### src/rtl/trig_pkg.sv
package trig_pkg;

  typedef enum logic [1:0] {
    SENSE_LEVEL = 2'd0,
    SENSE_FALL  = 2'd1,
    SENSE_RISE  = 2'd2,
    SENSE_BOTH  = 2'd3
  } sense_e;

  localparam int unsigned SENSE_W   = 2;
  localparam int unsigned SENSE_LSB = 2;
  localparam int unsigned DATA_W    = 8;

  function automatic logic edge_hit(sense_e mode, logic prev, logic cur);
    unique case (mode)
      SENSE_FALL: edge_hit = prev & ~cur;
      SENSE_RISE: edge_hit = ~prev & cur;
      SENSE_BOTH: edge_hit = prev ^ cur;
      default:    edge_hit = 1'b0;
    endcase
  endfunction

  function automatic sense_e reset_mode(logic is_level);
    reset_mode = is_level ? SENSE_LEVEL : SENSE_RISE;
  endfunction

endpackage

### src/rtl/trig_cell.sv
module trig_cell
  import trig_pkg::*;
(
  input  logic   clk_i,
  input  logic   rst_ni,
  input  logic   src_i,
  input  sense_e sense_i,
  input  logic   clr_i,
  output logic   pend_o,
  output logic   event_o,
  output logic   withdraw_o
);

  logic prev_q, pend_q, evt_q, wdr_q;
  logic pend_d, evt_d, wdr_d, hit;

  always_comb begin
    hit = edge_hit(sense_i, prev_q, src_i);
    if (sense_i == SENSE_LEVEL) begin
      pend_d = src_i;
      evt_d  = src_i & ~pend_q;
      wdr_d  = pend_q & ~src_i;
    end else begin
      evt_d  = hit;
      wdr_d  = 1'b0;
      // a new edge takes precedence over a clear in the same cycle
      if (hit)        pend_d = 1'b1;
      else if (clr_i) pend_d = 1'b0;
      else            pend_d = pend_q;
    end
  end

  always_ff @(posedge clk_i or negedge rst_ni) begin
    if (!rst_ni) begin
      prev_q <= 1'b0;
      pend_q <= 1'b0;
      evt_q  <= 1'b0;
      wdr_q  <= 1'b0;
    end else begin
      prev_q <= src_i;
      pend_q <= pend_d;
      evt_q  <= evt_d;
      wdr_q  <= wdr_d;
    end
  end

  assign pend_o     = pend_q;
  assign event_o    = evt_q;
  assign withdraw_o = wdr_q;

endmodule

### src/rtl/trig_sense_bank.sv
module trig_sense_bank
  import trig_pkg::*;
#(
  parameter int unsigned NUM_SRC    = 128,
  parameter int unsigned IDX_W      = 8,
  parameter int unsigned PIN_BASE   = 64,
  parameter int unsigned PIN_COUNT  = 32,
  parameter logic [NUM_SRC-1:0] LEVEL_MASK = '0
) (
  input  logic                           clk_i,
  input  logic                           rst_ni,
  input  logic                           wr_en_i,
  input  logic [IDX_W-1:0]               wr_pin_i,
  input  logic [SENSE_W-1:0]             wr_mode_i,
  output logic [NUM_SRC-1:0][SENSE_W-1:0] sense_o
);

  localparam int unsigned PIN_END = PIN_BASE + PIN_COUNT;

  for (genvar i = 0; i < NUM_SRC; i++) begin : g_src
    localparam logic [SENSE_W-1:0] RST_MODE = reset_mode(LEVEL_MASK[i]);
    if (i >= PIN_BASE && i < PIN_END) begin : g_pin
      logic [SENSE_W-1:0] mode_q;
      always_ff @(posedge clk_i or negedge rst_ni) begin
        if (!rst_ni) begin
          mode_q <= RST_MODE;
        end else if (wr_en_i && wr_pin_i == IDX_W'(i - PIN_BASE)) begin
          mode_q <= wr_mode_i;
        end
      end
      assign sense_o[i] = mode_q;
    end else begin : g_fixed
      assign sense_o[i] = RST_MODE;
    end
  end

endmodule

### src/rtl/trig_reg_read.sv
module trig_reg_read
  import trig_pkg::*;
#(
  parameter int unsigned NUM_SRC   = 128,
  parameter int unsigned IDX_W     = 8,
  parameter int unsigned PIN_BASE  = 64,
  parameter int unsigned PIN_COUNT = 32
) (
  input  logic                            sel_i,
  input  logic [IDX_W-1:0]                idx_i,
  input  logic [NUM_SRC-1:0]              pend_i,
  input  logic [NUM_SRC-1:0][SENSE_W-1:0] sense_i,
  output logic [DATA_W-1:0]               rdata_o
);

  always_comb begin
    rdata_o = '0;
    if (!sel_i) begin
      for (int i = 0; i < NUM_SRC; i++) begin
        if (idx_i == IDX_W'(i)) rdata_o = {{(DATA_W-1){1'b0}}, pend_i[i]};
      end
    end else begin
      for (int p = 0; p < PIN_COUNT; p++) begin
        if (idx_i == IDX_W'(p)) begin
          rdata_o = '0;
          rdata_o[SENSE_LSB +: SENSE_W] = sense_i[PIN_BASE + p];
        end
      end
    end
  end

endmodule

### src/rtl/trig_detect_bank.sv
module trig_detect_bank
  import trig_pkg::*;
#(
  parameter int unsigned NUM_SRC   = 128,
  parameter int unsigned IDX_W     = 8,
  parameter int unsigned PIN_BASE  = 64,
  parameter int unsigned PIN_COUNT = 32,
  parameter logic [NUM_SRC-1:0] LEVEL_MASK =
    128'h0000_0000_0000_0040_0000_0000_0002_0008
) (
  input  logic               clk_i,
  input  logic               rst_ni,
  input  logic [NUM_SRC-1:0] src_i,
  input  logic               ack_valid_i,
  input  logic [IDX_W-1:0]   ack_idx_i,
  input  logic               reg_we_i,
  input  logic               reg_sel_i,
  input  logic [IDX_W-1:0]   reg_idx_i,
  input  logic [7:0]         reg_wdata_i,
  output logic [7:0]         reg_rdata_o,
  output logic [NUM_SRC-1:0] pend_o,
  output logic [NUM_SRC-1:0] event_o,
  output logic [NUM_SRC-1:0] withdraw_o
);

  logic [NUM_SRC-1:0][SENSE_W-1:0] sense_w;
  logic [NUM_SRC-1:0]              clr_w;
  logic                            sw_clr_en, pin_wr_en;

  assign sw_clr_en = reg_we_i & ~reg_sel_i & ~reg_wdata_i[0];
  assign pin_wr_en = reg_we_i & reg_sel_i;

  trig_sense_bank #(
    .NUM_SRC(NUM_SRC), .IDX_W(IDX_W), .PIN_BASE(PIN_BASE),
    .PIN_COUNT(PIN_COUNT), .LEVEL_MASK(LEVEL_MASK)
  ) i_sense (
    .clk_i    (clk_i),
    .rst_ni   (rst_ni),
    .wr_en_i  (pin_wr_en),
    .wr_pin_i (reg_idx_i),
    .wr_mode_i(reg_wdata_i[SENSE_LSB +: SENSE_W]),
    .sense_o  (sense_w)
  );

  for (genvar i = 0; i < NUM_SRC; i++) begin : g_cell
    assign clr_w[i] = (ack_valid_i && ack_idx_i == IDX_W'(i)) ||
                      (sw_clr_en && reg_idx_i == IDX_W'(i));
    trig_cell i_cell (
      .clk_i     (clk_i),
      .rst_ni    (rst_ni),
      .src_i     (src_i[i]),
      .sense_i   (sense_e'(sense_w[i])),
      .clr_i     (clr_w[i]),
      .pend_o    (pend_o[i]),
      .event_o   (event_o[i]),
      .withdraw_o(withdraw_o[i])
    );
  end

  trig_reg_read #(
    .NUM_SRC(NUM_SRC), .IDX_W(IDX_W), .PIN_BASE(PIN_BASE), .PIN_COUNT(PIN_COUNT)
  ) i_read (
    .sel_i  (reg_sel_i),
    .idx_i  (reg_idx_i),
    .pend_i (pend_o),
    .sense_i(sense_w),
    .rdata_o(reg_rdata_o)
  );

endmodule

### config.mk
export PLATFORM = sky130hd
export DESIGN_NAME = trig_detect_bank
export DESIGN_NICKNAME = d
export VERILOG_FILES = /design/src/rtl/trig_pkg.sv /design/src/rtl/trig_cell.sv /design/src/rtl/trig_sense_bank.sv /design/src/rtl/trig_reg_read.sv /design/src/rtl/trig_detect_bank.sv
export SDC_FILE = /design/constraint.sdc
export NUM_CORES = 1
export LEC_CHECK = 0
export ABC_CLOCK_PERIOD_IN_PS = 5700
export BUFFER_PORTS_ARGS = -buffer_cell sky130_fd_sc_hd__buf_4
export CAP_MARGIN = 15
export CORE_MARGIN = 5
export CORE_UTILIZATION = 53
export DETAILED_ROUTE_END_ITERATION = 8
export PLACE_DENSITY_LB_ADDON = 0.2
export SLEW_MARGIN = 20
export SYNTH_ARGS = -nofsm -noshare
export SYNTH_HDL_FRONTEND = slang
export SYNTH_HIERARCHICAL = 1
export SYNTH_SLANG_ARGS = --single-unit
### constraint.sdc
create_clock -name clk_i -period 5.7 [get_ports clk_i]
set_input_delay 1.71 -clock clk_i [delete_from_list [all_inputs] [get_ports clk_i]]
set_output_delay 1.71 -clock clk_i [all_outputs]
set_load 0.005 [all_outputs]
After elaboration in Yosys (flattened, before gate mapping)
Cells that the tools add are included.
Storage, ports and cells
  flip-flop bits (word level): 480
  input bits: 157
  output and inout port bits: 392
Operators by class
  equal/unequal tests: 348
  muxes and demuxes: 541
  bitwise logic cells: 457
  reduce and logical (&&, ||, !) cells: 570
Operators by type and width (number)
  $eq A8 B7 Y1 const B: 128
  $eq A8 B6 Y1 const B: 64
  $mux W1: 476
  $logic_and A1 B1 Y1: 284
  $eq A8 B5 Y1 const B: 31
  $and A1 B1 Y1: 229
  $not A1 Y1: 196
  $reduce_bool A2 Y1: 94
  $eq A2 B2 Y1 const B: 64
  $eq A8 B4 Y1 const B: 16
  $mux W4: 32
  $logic_or A1 B1 Y1: 126
  $pmux W1 S3: 32
  $reduce_bool A3 Y1: 32
  $eq A2 B1 Y1 const B: 32
  $eq A8 B3 Y1 const B: 8
  $logic_not A2 Y1: 32
  $xor A1 B1 Y1: 32
  $eq A8 B2 Y1 const B: 3
  $eq A8 B1 Y1 const B: 2
  $logic_not A8 Y1: 2
  $mux W8: 1

Depth between registers and ports, before layout
Gate-level depths: netlist of run 1.
  depth in word-level cells: 130
  depth in mapped cells: 13
  gate-level depth less buffers: 9

Cells and area by module
The synthesis of run 1 kept the hierarchy.
By module, submodules not included
  trig_cell: times used 128, cells an instance 18, area each 198.9 um2, seq. area each 100.1 um2
  trig_sense_bank: times used 1, cells an instance 385, area each 4264.1 um2, seq. area each 1640.3 um2
  trig_reg_read: times used 1, cells an instance 436, area each 2931.6 um2, seq. area each 0.0 um2
  trig_detect_bank: times used 1, cells an instance 266, area each 1591.5 um2, seq. area each 0.0 um2

Worst setup path after synthesis of run 1
OpenSTA, ideal clock, no wires.
  path type: input to output
  start point: in reg_idx_i[4]
  end point: out reg_rdata_o[0]
  arrival: 3875 ps
  data required time: 3990 ps
  setup slack: 115 ps
  stages on the path: 10
  cell sequence: buf_2 or4b_1 buf_2 nor4_2 a2111oi_2 a21oi_1 a211oi_1 or3b_1 a211o_1 o31a_1
On the way
  cells in the longest elaborated chain, start to end: 130
  elaborated cells between the ends (all ways): 288
  those cells by class: eq/ne: 127; mux: 160; reduce/logical: 1
Ends and longest elaborated chain
  start: declaration: line trig_detect_bank.sv:18  | input logic [IDX_W-1:0] reg_idx_i,
  $logic_not A8 Y1: line trig_reg_read.sv:20  | if (idx_i == IDX_W'(i)) rdata_o = {{(DATA_W-1){1'b0}}, pend_i[i]};
  $mux W1 (128 in a row): line trig_reg_read.sv:20
  $mux W8 *: line trig_reg_read.sv:18  | if (!sel_i) begin
  end: declaration: line trig_detect_bank.sv:20  | output logic [7:0] reg_rdata_o,
Every way passes the cells marked *; elsewhere a longest branch is shown, timed or not.

Worst setup path in the final report of run 1
  start point: in reg_idx_i[0]
  end point: out reg_rdata_o[0]
Same word-level chain as after synthesis.

==> results of run 1 <==
through the flow:
| stage | util, % | cells |
|---|---|---|
| finish | 64.90 | 4968 |
| CTS | 64.77 | 4956 |
| detailed placement | 61.14 | 4836 |
| global route | 64.89 | 4966 |
| floorplan | - | 3585 |
| global placement | 61.14 | 4836 |
synthesized netlist by cell type (24+ instances only):
library cell    n  share of area (%)
dfrtp_1       545                 40
nand2_1       330                3.6
inv_1         262                2.9
ha_1          256                9.4
buf_4         205                4.5
nor2_1        172                1.9
and3_1        134                2.4
o22ai_1       134                2.4
and3b_1       131                3.3
inv_2         130                1.4
o311ai_1      130                3.3
or2_1         129                2.4
a31oi_2       128                4.7
o41ai_1       128                3.3
mux2_2         74                2.4
a21oi_1        46               0.67
nand3_1        41               0.60
clkbuf_1       37               0.41
o21ai_0        32               0.47
dfstp_2        31                2.4
nor2b_1        26               0.47
buf_2          24               0.35
logic make-up (layout without fill, tap and decap cells):
kind of cell,count (synthesis),count (layout)
flops,576,576
compound gates,694,694
mux,99,99
xor+xnor,1,1
fa+ha+maj,256,256
buf+inv,675,1192
other cells,3,208
simple gates,1087,1087
sequential cells by signal, indices dropped and copies added, names as in the netlist:
signal / cells
g_cell.i_cell/event_o: 128
g_cell.i_cell/pend_o: 128
g_cell.i_cell/prev_q: 128
g_cell.i_cell/withdraw_o: 128
i_sense/g_src.g_pin.mode_q: 64
how the worst max path moves through the flow:
stage	cells past startpoint	slack [ps]	to
2_1_floorplan	10	120	reg_rdata_o[0]
3_3_place_gp	12	-320	reg_rdata_o[0]
3_5_place_dp	11	-310	reg_rdata_o[0]
4_1_cts	12	-220	reg_rdata_o[0]
5_1_grt	12	-340	reg_rdata_o[0]
6_report	11	-260	reg_rdata_o[0]
power by group:
group          switching (uW)  internal (uW)  total (uW)  leakage (uW)
clock                    1750           2610        4370       0.00111
sequential                359           4380        4740       0.00700
combinational             954            818        1770        0.0130
total                    3070           7810       10900        0.0211
layout make-up:
class | count | area, um2 | area share, %
Timing Repair Buffer | 682 | 5258 | 12.61
Tap cell | 855 | 1070 | 2.566
Clock buffer | 97 | 1991 | 4.775
Antenna cell | 11 | 27.53 | 0.06603
Clock inverter | 21 | 250.2 | 0.6003
Inverter | 392 | 1471 | 3.530
Multi-Input combinational cell | 2334 | 17170 | 41.18
Sequential cell | 576 | 14450 | 34.67
layer usage:
| metal | wire, um | vias to the layer above |
|---|---|---|
| met1 | 44300 | 13987 |
| met2 | 52840 | 1171 |
| li1 | - | 13240 |
| met4 | 6105 | 6 |
| met3 | 9103 | 247 |
| met5 | 41 | - |
what timing repair did:
action | in CTS | in global routing
resized for setup | 18 | 11
endpoints found under the setup margin | 1 | 2
buffers inserted | 2 | 0
hold endpoints to repair | 0 | 0
pin swaps | 7 | 5
==> impl_metrics.ini, run 1 <==
[global_routing]
first_global_vias = 27648
grt_use_met2_pct = 50.94
grt_max_degree = 96
antenna_found_initial = 14
grt_use_total_pct = 31.15
grt_remaining_overflow = 0
grt_pass1_wl_um = 168100
grt_util_met3_pct = 7.181
gr-usage-met1_pct = 39.37
grt.busiest_layer = met2

[sta]
drv_slew = 0
worst_pin_slew_ps = 968.8
relSlewSlack_pct = 34.57
fmax_ghz = 0.1677
layout_worst_path_cycle_share_pct = 104.6
hold_violations = 0
period_needed_ps = 5965
final.setup.worst_slack_ps = -264.5
fin_worst_skew_ps = 19.23
rsz0062_at_grt = true
setup_viol = 1
timing.setup.tns_ps = -264.5
hold_slack_ps = 534.8

[pwr]
power.total_uw = 10880
ir_drop_mv = 0.2527
powerDensity_nw_per_um2 = 260.9
power.leakage_uw = 0.02111

[finish]
fillers = 5196
area_growth_pct = 21.71
mostFrequentLayoutCells = 666 x buf_4, 545 x dfrtp_1, 330 x nand2_1, 262 x inv_1, 256 x ha_1
final_area_um2 = 41690
final_common_cell = buf_4
finalNetCount = 4465
layout-drive-gt1-share_pct = 29.64

[placed_design]
gp_congestion = 0.9975
placed_cell_area_um2 = 39270
port_buffers = 538
dp_hpwl_um = 88810
place_ws_ps = -306.0

[worst_hold_path]
worstHoldPathType = register to register
min_from = g_cell[95].i_cell/pend_o
min_path_cells = 1
min_to = g_cell[95].i_cell/event_o

[worst_setup_path]
r2r_cells = 1
worstPathCellList = buf_6 -> or3b_1 -> a32o_2 -> nor4_4 -> a2111oi_2 -> nand3_1 -> nand4_1 -> or3b_1 -> a211o_1 -> o31a_1 -> buf_6
setup.worst_path.start = reg_idx_i[0]
regToRegStartpoint = i_sense/g_src[76].g_pin.mode_q[0]
path_max_fanout = 6
critPathBufInv = 2
start_kind = primary input
critPathKind = primary input to primary output
cp_slowest_cell = or3b_1
rrSetupSlack_ps = 4140
endpoint_kind = primary output
r2r_end = g_cell[76].i_cell/event_o
cp_top_family = simple AND/OR/NAND/NOR gates
slowest_delay_ps = 420
critPathRequiredTime_ps = 3990
arrival_ps = 4250

[logic_synthesis]
synth_seq_area_share_pct = 42.20
synth_seq_cells = 576
synthXorXnorAreaFrac_pct = 0.02557
synth_simple_gate_area_share_pct = 17.72
muxShareOfSynthArea_pct = 3.273
synth_edf_count = 0
yosys_warnings = 6
postSynthAreaPerCell_um2 = 10.10
syn_inst = 3391
synth_top_family_by_area = simple AND/OR/NAND/NOR gates
synth_compound_area_share_pct = 17.30
synthArstFlopShare_pct = 100.0
ys_types = 100
synthAdderAreaFrac_pct = 9.352
synth_flop_cell = dfrtp_1
synthesis.area_um2 = 34250

[clocking]
cts_sinks = 576
clk_latency_ps = 610
htreeDepth = 3
clk_pin_slew_ps = 60
cts_tree = built
numCtsBuffers = 66
hold_buffers = 0
cts-root-buf = clkbuf_16
cts.path.max_buffers = 3

[run_status]
violations = setup timing
status = finished with violations

[drt]
ant_nets = 0
post_drt_wl_per_cell_um = 22.62
first_pass_iters = 6
viasPerCell = 5.767
drt_wl_total_um = 112400
vias = 28651
drt_iter0_drc = 2561
drc = 0

[floorplanning]
core_area_um2 = 64230
die_w_um = 264.2
die_h_um = 264.2
start_util_pct = 53.33
ios = 549
rows = 93
dieArea_um2 = 69810

[flow_run]
cap_violations = 0
(Power assumes the default switching activity.)
==> run 2, diff against run 1 <==
--- a/config.mk
+++ b/config.mk
@@ -11,8 +11,7 @@
 export CORE_MARGIN = 5
 export CORE_UTILIZATION = 53
 export DETAILED_ROUTE_END_ITERATION = 8
-export PLACE_DENSITY_LB_ADDON = 0.2
-export SLEW_MARGIN = 20
+export PLACE_DENSITY = 0.78
 export SYNTH_ARGS = -nofsm -noshare
 export SYNTH_HDL_FRONTEND = slang
 export SYNTH_HIERARCHICAL = 1
==> impl_metrics.ini, run 2 (same netlist as run 1, synthesis figures left out) <==
[run_status]
status = finished with violations
violations = setup timing

[clocking]
cts_tree = built
hold_buffers = 0
cts_sinks = 576
numCtsBuffers = 66
cts.path.max_buffers = 3
cts-root-buf = clkbuf_16
clk_latency_ps = 620
htreeDepth = 3
clk_pin_slew_ps = 60

[sta]
period_needed_ps = 6031
fin_worst_skew_ps = 27.21
fmax_ghz = 0.1658
final.setup.worst_slack_ps = -330.7
worst_pin_slew_ps = 964.0
relSlewSlack_pct = 34.89
drv_slew = 0
layout_worst_path_cycle_share_pct = 105.8
timing.setup.tns_ps = -330.7
setup_viol = 1
rsz0062_at_grt = true
hold_violations = 0

[drt]
drt_iter0_drc = 2517
ant_nets = 0
post_drt_wl_per_cell_um = 22.63
m1WireLength_um = 42410
top_layer_used = met5
wl_met3_um = 10300
wl_met2_um = 52800
first_pass_iters = 8
viasPerCell = 5.834
vias = 28935
drt_wl_total_um = 112200
drc = 0

[worst_setup_path]
arrival_ps = 4320
endpoint_kind = primary output
start_kind = primary input
critPathRequiredTime_ps = 3990
path_max_fanout = 15
critPathKind = primary input to primary output

[global_routing]
antenna_found_initial = 19
grt_remaining_overflow = 0
grt_use_total_pct = 30.96
grt_pass1_wl_um = 167400
grt_max_degree = 106
first_global_vias = 28002

[finish]
area_growth_pct = 21.20
finalNetCount = 4453
layoutNonFillerInstCount = 4960
layout-drive-gt1-share_pct = 29.27
final_area_um2 = 41510
fillers = 5084
final_common_cell = buf_4
mostFrequentLayoutCells = 654 x buf_4, 545 x dfrtp_1, 330 x nand2_1, 262 x inv_1, 256 x ha_1

[floorplanning]
ios = 549
start_util_pct = 53.33
rows = 93
core_area_um2 = 64230
die_w_um = 264.2
die_h_um = 264.2
dieArea_um2 = 69810

[placed_design]
dp_cells = 4827
place_ws_ps = -540.4
gp_congestion = 0.9925
placed_cell_area_um2 = 39160
dp_hpwl_um = 88390
port_buffers = 538

[pwr]
power.leakage_uw = 0.02097
ir_drop_mv = 0.2157
powerDensity_nw_per_um2 = 256.8

[worst_hold_path]
worstHoldPathType = register to register

[flow_run]
cap_violations = 0
-- run 2: area by class of cell --
class	count	area, um2	area share (%)
clock buffer	102	1978	4.765
timing repair buffer	670	5150	12.41
multi-input combinational	2334	17210	41.46
antenna	15	37.54	0.09042
tap	855	1070	2.577
sequential	576	14450	34.81
clock inverter	16	143.9	0.3466
inverter	392	1471	3.544
-- run 2: worst max-delay path, cell delays in order --
cell	delay [ps]
buf_4	140
buf_4	200
and4b_1	250
a32o_1	270
buf_4	150
nand2_1	50
o311ai_0	150
nand3_1	140
nand4_1	150
or3b_1	410
a211o_1	270
o31a_1	280
buf_6	140
-- run 2: final timing paths --
check	from	endpoint	slack, ps	cells past startpoint
worst max register to register	i_sense/g_src[76].g_pin.mode_q[0]	g_cell[76].i_cell/event_o	4100	1
worst min-delay path	g_cell[94].i_cell/pend_o	g_cell[94].i_cell/event_o	540	1
worst max-delay path	reg_idx_i[0]	reg_rdata_o[0]	-330	13
worst min register to register	g_cell[94].i_cell/pend_o	g_cell[94].i_cell/event_o	540	1
min in group asynchronous	rst_ni	g_cell[17].i_cell/event_o	1100	1
max in group asynchronous	rst_ni	g_cell[126].i_cell/event_o	3460	2
-- run 2: repair_timing --
| item | in CTS | in global routing |
|---|---|---|
| endpoints found under the setup margin | 1 | 3 |
| buffers inserted | 0 | 0 |
| pin swaps | 9 | 8 |
| resized for setup | 14 | 26 |
-- run 2: stage by stage --
stage	hold WS, ps	total power, uW	util (%)
after floorplan	489.5	5584	-
after global placement	524.9	6460	60.97
after detailed placement	517.5	6507	60.97
after CTS	538.2	10680	64.37
after global routing	553.0	11130	64.62
final	540.2	10660	64.63
-- run 2: power breakdown --
part	internal (uW)	total, uW	switching (uW)
Sequential	4380	4730	352
Combinational	814	1770	960
Clock	2410	4150	1750
Total	7600	10700	3060
-- run 2: per-layer routing --
layer	GRT usage, %	vias up
met5	0	-
met4	15.61	10
met1	37.77	14107
met2	50.69	1252
li1	-	13232
met3	8.503	334
